## config.mk

```make
export PLATFORM = sky130hd
export DESIGN_NAME = axi_txn_history
export DESIGN_NICKNAME = d
export VERILOG_FILES = /design/src/rtl/axi_hist_pkg.sv /design/src/rtl/hist_ring.sv /design/src/rtl/axi_min_responder.sv /design/src/rtl/axi_txn_history.sv
export SDC_FILE = /design/constraint.sdc
export NUM_CORES = 1
export LEC_CHECK = 0
export ABC_AREA = 0
export BUFFER_PORTS_ARGS = -buffer_cell sky130_fd_sc_hd__buf_2
export CAP_MARGIN = 40
export CORE_AREA = 2 2 447 493
export DETAILED_ROUTE_END_ITERATION = 7
export DIE_AREA = 0 0 449 495
export PLACE_DENSITY_LB_ADDON = 0.2
export SLEW_MARGIN = 20
export SYNTH_ARGS = -nofsm -noshare
export SYNTH_HDL_FRONTEND = slang
export SYNTH_SLANG_ARGS = --single-unit
```

## constraint.sdc

```tcl
create_clock -name clk -period 9.9 [get_ports clk]
set_input_delay 1.485 -clock clk [delete_from_list [all_inputs] [get_ports clk]]
set_output_delay 1.485 -clock clk [all_outputs]
set_load 0.05 [all_outputs]
```

## src/rtl/axi_hist_pkg.sv

```systemverilog
package axi_hist_pkg;

  typedef enum logic [1:0] {
    CH_RADDR = 2'd0,
    CH_WADDR = 2'd1,
    CH_WDATA = 2'd2,
    CH_NONE  = 2'd3
  } hist_chan_e;

  localparam int NUM_CH = 3;
  localparam int LEN_W  = 8;
  localparam int SIZE_W = 3;
  localparam int RESP_W = 2;

  localparam logic [RESP_W-1:0] RESP_OKAY = 2'b00;

endpackage

```

## src/rtl/hist_ring.sv

```systemverilog
// Circular record history: newest-first lookup, saturating fill count.
// DEPTH must be a power of two so the pointer wraps by plain overflow.
module hist_ring #(
  parameter int WIDTH = 32,
  parameter int DEPTH = 8,
  localparam int PTR_W = $clog2(DEPTH),
  localparam int CNT_W = $clog2(DEPTH + 1)
) (
  input  logic             clk,
  input  logic             rst_n,
  input  logic             clear,
  input  logic             push,
  input  logic [WIDTH-1:0] din,
  input  logic [PTR_W-1:0] slot,
  output logic [WIDTH-1:0] dout,
  output logic             hit,
  output logic [CNT_W-1:0] count
);

  logic [WIDTH-1:0] mem [DEPTH];
  logic [PTR_W-1:0] wr_ptr;
  logic [PTR_W-1:0] rd_idx;

  always_ff @(posedge clk) begin
    if (!rst_n) begin
      wr_ptr <= '0;
      count  <= '0;
    end else if (clear) begin
      wr_ptr <= '0;
      count  <= '0;
    end else if (push) begin
      wr_ptr <= wr_ptr + PTR_W'(1);
      if (count != CNT_W'(DEPTH)) count <= count + CNT_W'(1);
    end
  end

  // Storage carries no reset; unread slots are masked by the count.
  always_ff @(posedge clk) begin
    if (push && !clear) mem[wr_ptr] <= din;
  end

  assign rd_idx = wr_ptr - PTR_W'(1) - slot;
  assign hit    = (CNT_W'(slot) < count);
  assign dout   = hit ? mem[rd_idx] : '0;

endmodule

```

## src/rtl/axi_min_responder.sv

```systemverilog
// Minimal AXI slave responses: constant read bursts, OKAY write responses.
module axi_min_responder
  import axi_hist_pkg::*;
#(
  parameter int                ID_W    = 4,
  parameter int                DATA_W  = 64,
  parameter logic [DATA_W-1:0] RD_FILL = '0
) (
  input  logic              clk,
  input  logic              rst_n,
  input  logic              ar_valid,
  input  logic [LEN_W-1:0]  ar_len,
  input  logic [ID_W-1:0]   ar_id,
  output logic              ar_ready,
  output logic              r_valid,
  input  logic              r_ready,
  output logic [DATA_W-1:0] r_data,
  output logic [RESP_W-1:0] r_resp,
  output logic              r_last,
  output logic [ID_W-1:0]   r_id,
  input  logic              aw_valid,
  input  logic [ID_W-1:0]   aw_id,
  output logic              aw_ready,
  input  logic              w_valid,
  input  logic              w_last,
  output logic              w_ready,
  output logic              b_valid,
  input  logic              b_ready,
  output logic [RESP_W-1:0] b_resp,
  output logic [ID_W-1:0]   b_id
);

  // Read side: one burst in flight, beats counted down to zero.
  logic             rd_busy;
  logic [LEN_W-1:0] rd_left;
  logic [ID_W-1:0]  rd_id_q;

  assign ar_ready = !rd_busy;
  assign r_valid  = rd_busy;
  assign r_last   = rd_busy && (rd_left == '0);
  assign r_data   = RD_FILL;
  assign r_resp   = RESP_OKAY;
  assign r_id     = rd_id_q;

  always_ff @(posedge clk) begin
    if (!rst_n) begin
      rd_busy <= 1'b0;
      rd_left <= '0;
      rd_id_q <= '0;
    end else if (ar_valid && ar_ready) begin
      rd_busy <= 1'b1;
      rd_left <= ar_len;
      rd_id_q <= ar_id;
    end else if (r_valid && r_ready) begin
      if (rd_left == '0) rd_busy <= 1'b0;
      else               rd_left <= rd_left - LEN_W'(1);
    end
  end

  // Write side: stall address and data while a response waits.
  logic            b_pend;
  logic [ID_W-1:0] b_id_q;
  logic [ID_W-1:0] aw_id_q;

  assign aw_ready = !b_pend;
  assign w_ready  = !b_pend;
  assign b_valid  = b_pend;
  assign b_resp   = RESP_OKAY;
  assign b_id     = b_id_q;

  always_ff @(posedge clk) begin
    if (!rst_n) begin
      b_pend  <= 1'b0;
      b_id_q  <= '0;
      aw_id_q <= '0;
    end else begin
      if (aw_valid && aw_ready) aw_id_q <= aw_id;
      if (w_valid && w_ready && w_last) begin
        b_pend <= 1'b1;
        b_id_q <= (aw_valid && aw_ready) ? aw_id : aw_id_q;
      end else if (b_pend && b_ready) begin
        b_pend <= 1'b0;
      end
    end
  end

endmodule

```

## src/rtl/axi_txn_history.sv

```systemverilog
// AXI slave-side transfer monitor with per-channel capture histories.
module axi_txn_history
  import axi_hist_pkg::*;
#(
  parameter int                ADDR_W  = 32,
  parameter int                DATA_W  = 64,
  parameter int                ID_W    = 4,
  parameter int                DEPTH   = 8,
  parameter logic [DATA_W-1:0] RD_FILL = 64'hA5A5_5A5A_0F0F_F0F0,
  localparam int STRB_W = DATA_W / 8,
  localparam int AREC_W = ID_W + SIZE_W + LEN_W + ADDR_W,
  localparam int WREC_W = 1 + STRB_W + DATA_W,
  localparam int REC_W  = (WREC_W > AREC_W) ? WREC_W : AREC_W,
  localparam int PTR_W  = $clog2(DEPTH),
  localparam int CNT_W  = $clog2(DEPTH + 1)
) (
  input  logic              clk,
  input  logic              rst_n,
  input  logic              clear,
  input  logic              ar_valid,
  output logic              ar_ready,
  input  logic [ADDR_W-1:0] ar_addr,
  input  logic [LEN_W-1:0]  ar_len,
  input  logic [SIZE_W-1:0] ar_size,
  input  logic [ID_W-1:0]   ar_id,
  output logic              r_valid,
  input  logic              r_ready,
  output logic [DATA_W-1:0] r_data,
  output logic [RESP_W-1:0] r_resp,
  output logic              r_last,
  output logic [ID_W-1:0]   r_id,
  input  logic              aw_valid,
  output logic              aw_ready,
  input  logic [ADDR_W-1:0] aw_addr,
  input  logic [LEN_W-1:0]  aw_len,
  input  logic [SIZE_W-1:0] aw_size,
  input  logic [ID_W-1:0]   aw_id,
  input  logic              w_valid,
  output logic              w_ready,
  input  logic [DATA_W-1:0] w_data,
  input  logic [STRB_W-1:0] w_strb,
  input  logic              w_last,
  output logic              b_valid,
  input  logic              b_ready,
  output logic [RESP_W-1:0] b_resp,
  output logic [ID_W-1:0]   b_id,
  input  logic [1:0]        rd_chan,
  input  logic [PTR_W-1:0]  rd_slot,
  output logic              rd_hit,
  output logic [REC_W-1:0]  rd_record,
  output logic [CNT_W-1:0]  cnt_ar,
  output logic [CNT_W-1:0]  cnt_aw,
  output logic [CNT_W-1:0]  cnt_w
);

  axi_min_responder #(
    .ID_W   (ID_W),
    .DATA_W (DATA_W),
    .RD_FILL(RD_FILL)
  ) u_resp (
    .clk     (clk),
    .rst_n   (rst_n),
    .ar_valid(ar_valid),
    .ar_len  (ar_len),
    .ar_id   (ar_id),
    .ar_ready(ar_ready),
    .r_valid (r_valid),
    .r_ready (r_ready),
    .r_data  (r_data),
    .r_resp  (r_resp),
    .r_last  (r_last),
    .r_id    (r_id),
    .aw_valid(aw_valid),
    .aw_id   (aw_id),
    .aw_ready(aw_ready),
    .w_valid (w_valid),
    .w_last  (w_last),
    .w_ready (w_ready),
    .b_valid (b_valid),
    .b_ready (b_ready),
    .b_resp  (b_resp),
    .b_id    (b_id)
  );

  logic [NUM_CH-1:0][REC_W-1:0] rec_v;
  logic [NUM_CH-1:0][CNT_W-1:0] cnt_v;
  logic [NUM_CH-1:0]            hit_v;

  // One ring per channel; each ring is only as wide as its own record.
  for (genvar c = 0; c < NUM_CH; c++) begin : g_ch
    localparam int RW = (c == int'(CH_WDATA)) ? WREC_W : AREC_W;
    logic [RW-1:0] rin;
    logic [RW-1:0] rout;
    logic          psh;

    if (c == int'(CH_WDATA)) begin : g_wdata
      assign rin = {w_last, w_strb, w_data};
      assign psh = w_valid && w_ready;
    end else if (c == int'(CH_WADDR)) begin : g_waddr
      assign rin = {aw_id, aw_size, aw_len, aw_addr};
      assign psh = aw_valid && aw_ready;
    end else begin : g_raddr
      assign rin = {ar_id, ar_size, ar_len, ar_addr};
      assign psh = ar_valid && ar_ready;
    end

    hist_ring #(
      .WIDTH(RW),
      .DEPTH(DEPTH)
    ) u_ring (
      .clk  (clk),
      .rst_n(rst_n),
      .clear(clear),
      .push (psh),
      .din  (rin),
      .slot (rd_slot),
      .dout (rout),
      .hit  (hit_v[c]),
      .count(cnt_v[c])
    );

    assign rec_v[c] = REC_W'(rout);
  end

  always_comb begin
    rd_hit    = 1'b0;
    rd_record = '0;
    case (rd_chan)
      CH_RADDR: begin rd_hit = hit_v[0]; rd_record = rec_v[0]; end
      CH_WADDR: begin rd_hit = hit_v[1]; rd_record = rec_v[1]; end
      CH_WDATA: begin rd_hit = hit_v[2]; rd_record = rec_v[2]; end
      default:  begin rd_hit = 1'b0;     rd_record = '0;       end
    endcase
  end

  assign cnt_ar = cnt_v[0];
  assign cnt_aw = cnt_v[1];
  assign cnt_w  = cnt_v[2];

endmodule

```

==> impl_metrics.ini, run 1 <==
[status]
status = complete, no violations

[clock_network]
clock_path_buffers = 3
clk_pin_slew_ps = 60
cts_tree = done
cts_resized = 0
root_buffer = clkbuf_16
cts_made_buffers = 156
clock_latency_ps = 800
post_cts_buffers = 0
cts_hold_buf = 0
clock_sinks = 1379
htreeDepth = 4

[place]
dp_hpwl_um = 95000
portBuffers = 279
dp_cells = 5601
gp_congestion = 0.712

[synth]
ys_top_cells_by_count = 1336 x edfxtp_1, 310 x mux4_2, 103 x mux2i_1
yosysMostFrequentCell = edfxtp_1
ys_async_sr_fraction = 0
synthFlopType = edfxtp_1
yosysSeqAreaShare = 0.758
yosys.area.top_type_share = 0.742
syn_inst = 2470
yosysTopAreaCell = edfxtp_1
synth_seq_cells = 1379
synth.distinct_cells = 50
synth_edf_count = 1336
syn_area_per_cell_sq_um = 21.9
synth_area_sq_mm = 0.0541
yosysWarnings = 0
synth_area_leaders = edfxtp_1 74%, mux4_2 13%, mux2i_1 1.9%, dfxtp_1 1.6%, mux4_1 1.2%

[power]
p_leak_nw = 20.8
powerDensity_mw_per_mm2 = 204
ir_drop_mv = 0.182

[die]
die_h_um = 495
initial_core_util = 0.249
ioPinCount = 348
num_rows = 180
die_w_um = 449
die_area_sq_mm = 0.222
coreArea_sq_mm = 0.218

[route]
via_count = 25775
ant_nets = 0
wirelength_um = 152000
drt_first_iter_violations = 1978
dr.pass1.iters = 5
drc_errors = 0
wl_per_cell_um = 25.8
via_per_inst = 4.37

[worst_setup_path]
crit_buf_inv = 4
cpPeakStageDelay_ps = 660
cpMostUsedCell = buf_2
timing_worst_setup_path_type = input pin to output pin
critical_path_required_ps = 8420
path_cells = buf_2, inv_1, ha_4, fa_4, xor2_1, xnor2_2, buf_4, mux2_2, o211ai_1, o221ai_1, buf_2
cp-start-kind = input pin
slowest_stage = buf_4
path_max_fanout = 40
end_kind = output pin
crit_family = buffers and inverters
cp.arrival_ps = 5330

[sta]
min_period_ps = 6820
hold_viol_final = 0
setup_viol_count_final = 0
fin_crit_sh = 0.689
fmax_mhz = 147
rsz0062_at_grt = no
drv_slew = 0
tightest_slew_ps = 870
slew-limit-headroom = 0.420
tns_ps = 0
fin_skew_ps = 29.5

[grt]
grt_overflow_total = 0
grt_pass1_wl_um = 213000
grt_pass1_vias = 26183
gr-usage-all-layers = 0.135
antenna_found_initial = 84
grt_max_degree = 92

[job]
max-cap-violations = 0

[hold_path]
hp-class = flip-flop to flip-flop

[finish]
area_growth_pct = 19.1
finalNonFillerCells = 5902
layout-drive-gt1-share = 0.341
nets = 3050
## per-layer routing
layer	routed length, um	vias up	global-route usage
li1	-	10989	-
met1	66700	13734	0.179
met2	71400	699	0.214
met3	9720	301	0.0376
met4	4180	52	0.0416
met5	324	-	0
## cells in the final DEF, fill, tap and decap left out, types with 18 or more instances in the layout
| cell | Yosys | routed |
|---|---|---|
| edfxtp_1 | 1336 | 1336 |
| mux4_2 | 310 | 310 |
| buf_2 | 39 | 279 |
| clkbuf_16 | 0 | 159 |
| mux2i_1 | 103 | 103 |
| nand2_1 | 82 | 82 |
| conb_1 | 2 | 68 |
| buf_4 | 74 | 56 |
| mux2_2 | 48 | 48 |
| dfxtp_1 | 43 | 42 |
| o211ai_1 | 40 | 40 |
| clkinv_2 | 0 | 36 |
| a21oi_1 | 36 | 35 |
| clkinv_1 | 0 | 31 |
| o221ai_1 | 29 | 29 |
| clkbuf_1 | 67 | 26 |
| mux4_1 | 24 | 24 |
| nor2_1 | 41 | 22 |
| nor2_4 | 0 | 19 |
| diode_2 | 0 | 18 |
| o221ai_2 | 18 | 18 |
## cell type report
type                       count  area [sq um]
tap                         2912          3640
fill                       21261        153000
clock buffer                 186          4090
clock inverter                97           821
multi-input combinational    937         12400
sequential                  1379         41000
antenna                       18          45.0
timing repair buffer         357          2340
inverter                      16          60.1
## state kept, by name, summed over array words and instances, names as in the netlist
register	cells
u_resp.rd_left	8
g_ch.u_ring.count	12
u_resp.r_id	4
u_resp.r_valid	1
u_resp.aw_id_q	4
g_ch.u_ring.wr_ptr	9
g_ch.u_ring.mem	1336
u_resp.b_id	4
u_resp.b_valid	1
## report_power, final
| part | switching, mW | internal (mW) |
|---|---|---|
| sequential | 0.0197 | 6.46 |
| clock | 2.38 | 3.20 |
| combinational | 0.684 | 0.413 |
| total | 3.09 | 10.1 |
## worst reg2reg max path, cell delays in order (launching register included)
cell and delay, ps:
dfxtp_1 340, nor2b_1 120, buf_4 210, or3b_2 610
nor2_4 130, buf_4 520, buf_4 900
## metrics by stage
| step | hold WS, ps | area, sq um | power [mW] | utilization | worst slack, ps |
|---|---|---|---|---|---|
| 2_1_floorplan | 478 | 54300 | 7.34 | - | 1960 |
| 3_3_place_gp | 453 | 59000 | 7.72 | 0.271 | 2800 |
| 3_5_place_dp | 460 | 59400 | 7.72 | 0.273 | 2960 |
| 4_1_cts | 471 | 64300 | 13.4 | 0.296 | 2950 |
| 5_1_grt | 489 | 64400 | 13.6 | 0.296 | 2840 |
| 6_report | 465 | 64400 | 13.2 | 0.296 | 3080 |
## final timing paths
kind,startpoint,slack [ps],depth (start not counted),end
worst max register to register,u_resp.b_valid$_SDFFE_PN0P_,6610,6,g_ch[2].u_ring.mem[2][18]$_DFFE_PP_
worst min-delay path,u_resp.r_id[1]$_SDFFE_PN0P_,470,2,u_resp.r_id[1]$_SDFFE_PN0P_
worst min register to register,u_resp.r_id[1]$_SDFFE_PN0P_,470,2,u_resp.r_id[1]$_SDFFE_PN0P_
worst max-delay path,rd_slot[0],3080,11,rd_record[6]
## kinds of logic after synthesis
kind of cell             Yosys count  share of synthesized area
adder cells (fa/ha/maj)           23                    0.00574
XOR/XNOR                          25                    0.00433
other                              2                   0.000139
multiplexers                     485                      0.170
AO/OA/AOI/OAI                    159                     0.0242
buffers and inverters            220                     0.0230
flip-flops                      1379                      0.758
AND/OR/NAND/NOR                  177                     0.0149
(Power assumes the default switching activity.)
==> run 2, diff against run 1 <==
Settings changed: ABC_AREA 0 to 1, CORE_AREA 2 2 447 493 to 2 2 457 505, DIE_AREA 0 0 449 495 to 0 0 459 507.
Clock period 9.9 ns to 6.8 ns, I/O delays scaled along.
==> impl_metrics.ini, run 2 <==
[status]
status = complete, no violations

[synth]
yosysMostFrequentCell = nand2_1
synthFlopType = edfxtp_1
synth_edf_count = 1336
yosysWarnings = 0
yosys.area.top_type_share = 0.708
yosysSeqAreaShare = 0.723
ys_top_cells_by_count = 1509 x nand2_1, 1336 x edfxtp_1, 678 x nand3_1
synth_area_leaders = edfxtp_1 71%, nand2_1 10%, nand3_1 6.0%, nor2_1 3.4%, o21ai_0 2.1%
ys_async_sr_fraction = 0
syn_inst = 4964
syn_area_per_cell_sq_um = 11.4
synth_seq_cells = 1379
synth.distinct_cells = 27
yosysTopAreaCell = edfxtp_1
synth_area_sq_mm = 0.0567

[clock_network]
clock_sinks = 1379
cts_hold_buf = 0
cts_tree = done
clk_pin_slew_ps = 60
cts_made_buffers = 160
cts_resized = 0
post_cts_buffers = 0
root_buffer = clkbuf_16
htreeDepth = 4
clock_latency_ps = 800
clock_path_buffers = 3

[route]
drc_errors = 0
wirelength_um = 189000
via_count = 37421
drt_first_iter_violations = 3096
wl_per_cell_um = 22.6
ant_nets = 0
via_per_inst = 4.48
dr.pass1.iters = 5

[finish]
reg_top3 = g_ch.u_ring.mem (1336), g_ch.u_ring.count (12), g_ch.u_ring.wr_ptr (9)
final_common_cell = nand2_1
fin_area_sq_mm = 0.0666
area_growth_pct = 17.5
largest_reg_flops = 1336
finalNonFillerCells = 8359
top_register = g_ch.u_ring.mem
layout-drive-gt1-share = 0.118
mostFrequentLayoutCells = 1505 x nand2_1, 1336 x edfxtp_1, 678 x nand3_1
nets = 5432

[worst_setup_path]
ff2ff_setup_slack_ps = 3710
path_max_fanout = 57
r2r_start = u_resp.b_valid$_SDFFE_PN0P_
end_kind = output pin
r2r-end = g_ch[2].u_ring.mem[7][48]$_DFFE_PP_
r2r_cells = 6
timing_worst_setup_path_type = flip-flop to output pin
cp-start-kind = flip-flop
cp.arrival_ps = 4540
critical_path_required_ps = 5780

[place]
gp_congestion = 0.786
dp_hpwl_um = 113000
placed_cell_area_sq_mm = 0.0617
dp_cells = 8042
portBuffers = 279
place_ws_ps = 1240

[sta]
fin_crit_sh = 0.818
hold_slack_ps = 490
slew-limit-headroom = 0.383
setup_viol_count_final = 0
min_period_ps = 5560
fin_skew_ps = 31.6
tns_ps = 0
hold_viol_final = 0
drv_slew = 0
fmax_mhz = 180
fin_ws_ps = 1240
rsz0062_at_grt = no
tightest_slew_ps = 926

[die]
die_h_um = 507
num_rows = 184
die_w_um = 459
die_area_sq_mm = 0.233
coreArea_sq_mm = 0.227
initial_core_util = 0.249
ioPinCount = 348

[power]
powerDensity_mw_per_mm2 = 295
ir_drop_mv = 0.248
p_leak_nw = 24.2

[hold_path]
hp-class = flip-flop to flip-flop
whs_endpoint = u_resp.r_id[1]$_SDFFE_PN0P_
hold_path.startpoint = u_resp.r_id[1]$_SDFFE_PN0P_
holdPathStages = 2

[grt]
gr-usage-all-layers = 0.158
grt_pass1_vias = 35378
grt_max_degree = 147
antenna_found_initial = 87
grt_pass1_wl_um = 268000
grt_overflow_total = 0

[job]
max-cap-violations = 0
## run 2: worst max-delay path by stage
stage,start,depth (start not counted),slack [ps],end
after floorplan,w_valid,6,-300,g_ch[2].u_ring.mem[0][0]$_DFFE_PP_
after CTS,g_ch[2].u_ring.wr_ptr[0]$_SDFFE_PP0P_,12,1160,rd_record[28]
after global routing,g_ch[2].u_ring.wr_ptr[0]$_SDFFE_PP0P_,12,1060,rd_record[28]
after global placement,rd_slot[0],14,1210,rd_record[28]
final,g_ch[2].u_ring.wr_ptr[0]$_SDFFE_PP0P_,12,1240,rd_record[28]
after detailed placement,rd_slot[0],14,1240,rd_record[28]
## run 2: worst max-delay path: stages, from the launching register on
cell and delay [ps]:
dfxtp_1 640, ha_4 210, fa_4 670, inv_4 620, buf_12 330, nand3_1 120
nand2_1 90, nand2_1 50, nand2_1 220, inv_1 100, nand2_1 100, nand3_1 250
buf_2 310
## run 2: logic make-up (layout without fill, tap and decap cells)
| kind of cell | Yosys count | count (layout) | share of synthesized area |
|---|---|---|---|
| AOI/OAI and AO/OA | 342 | 342 | 0.0302 |
| adders and majority gates | 23 | 23 | 0.00547 |
| buffers and inverters | 469 | 795 | 0.0423 |
| DFF | 1379 | 1379 | 0.723 |
| muxes | 4 | 4 | 0.000706 |
| other | 2 | 95 | 0.000133 |
| and+or+nand+nor | 2745 | 2745 | 0.198 |
## run 2: metal layers
metal / part of all wire / global-route usage / routed length, um / vias to the layer above
met5: 0.0015 / 0 / 280 / -
met4: 0.026 / 0.0367 / 4870 / 40
met3: 0.060 / 0.0318 / 11300 / 303
met2: 0.48 / 0.264 / 90000 / 1043
met1: 0.44 / 0.211 / 82700 / 18482
li1: - / - / - / 17553
## run 2: metrics by stage
stage | utilization | total power, mW
after global routing | 0.293 | 20.4
after global placement | 0.270 | 11.8
after CTS | 0.292 | 19.9
final | 0.293 | 19.6
after floorplan | - | 11.0
after detailed placement | 0.271 | 11.8
## run 2: layout make-up
| class | count | area, sq um |
|---|---|---|
| diodes | 27 | 67.6 |
| well taps | 2976 | 3720 |
| multi-input cells | 3182 | 13800 |
| clock buffers | 209 | 4270 |
| repair buffers | 381 | 2710 |
| fillers | 23335 | 161000 |
| inverters | 125 | 487 |
| clock inverters | 80 | 569 |
| flip-flops and latches | 1379 | 41000 |
## run 2: power by group
group          total (mW)  internal, mW  switching (mW)
combinational        2.16         0.524            1.64
clock                8.04          4.48            3.55
sequential           9.44          9.41          0.0315
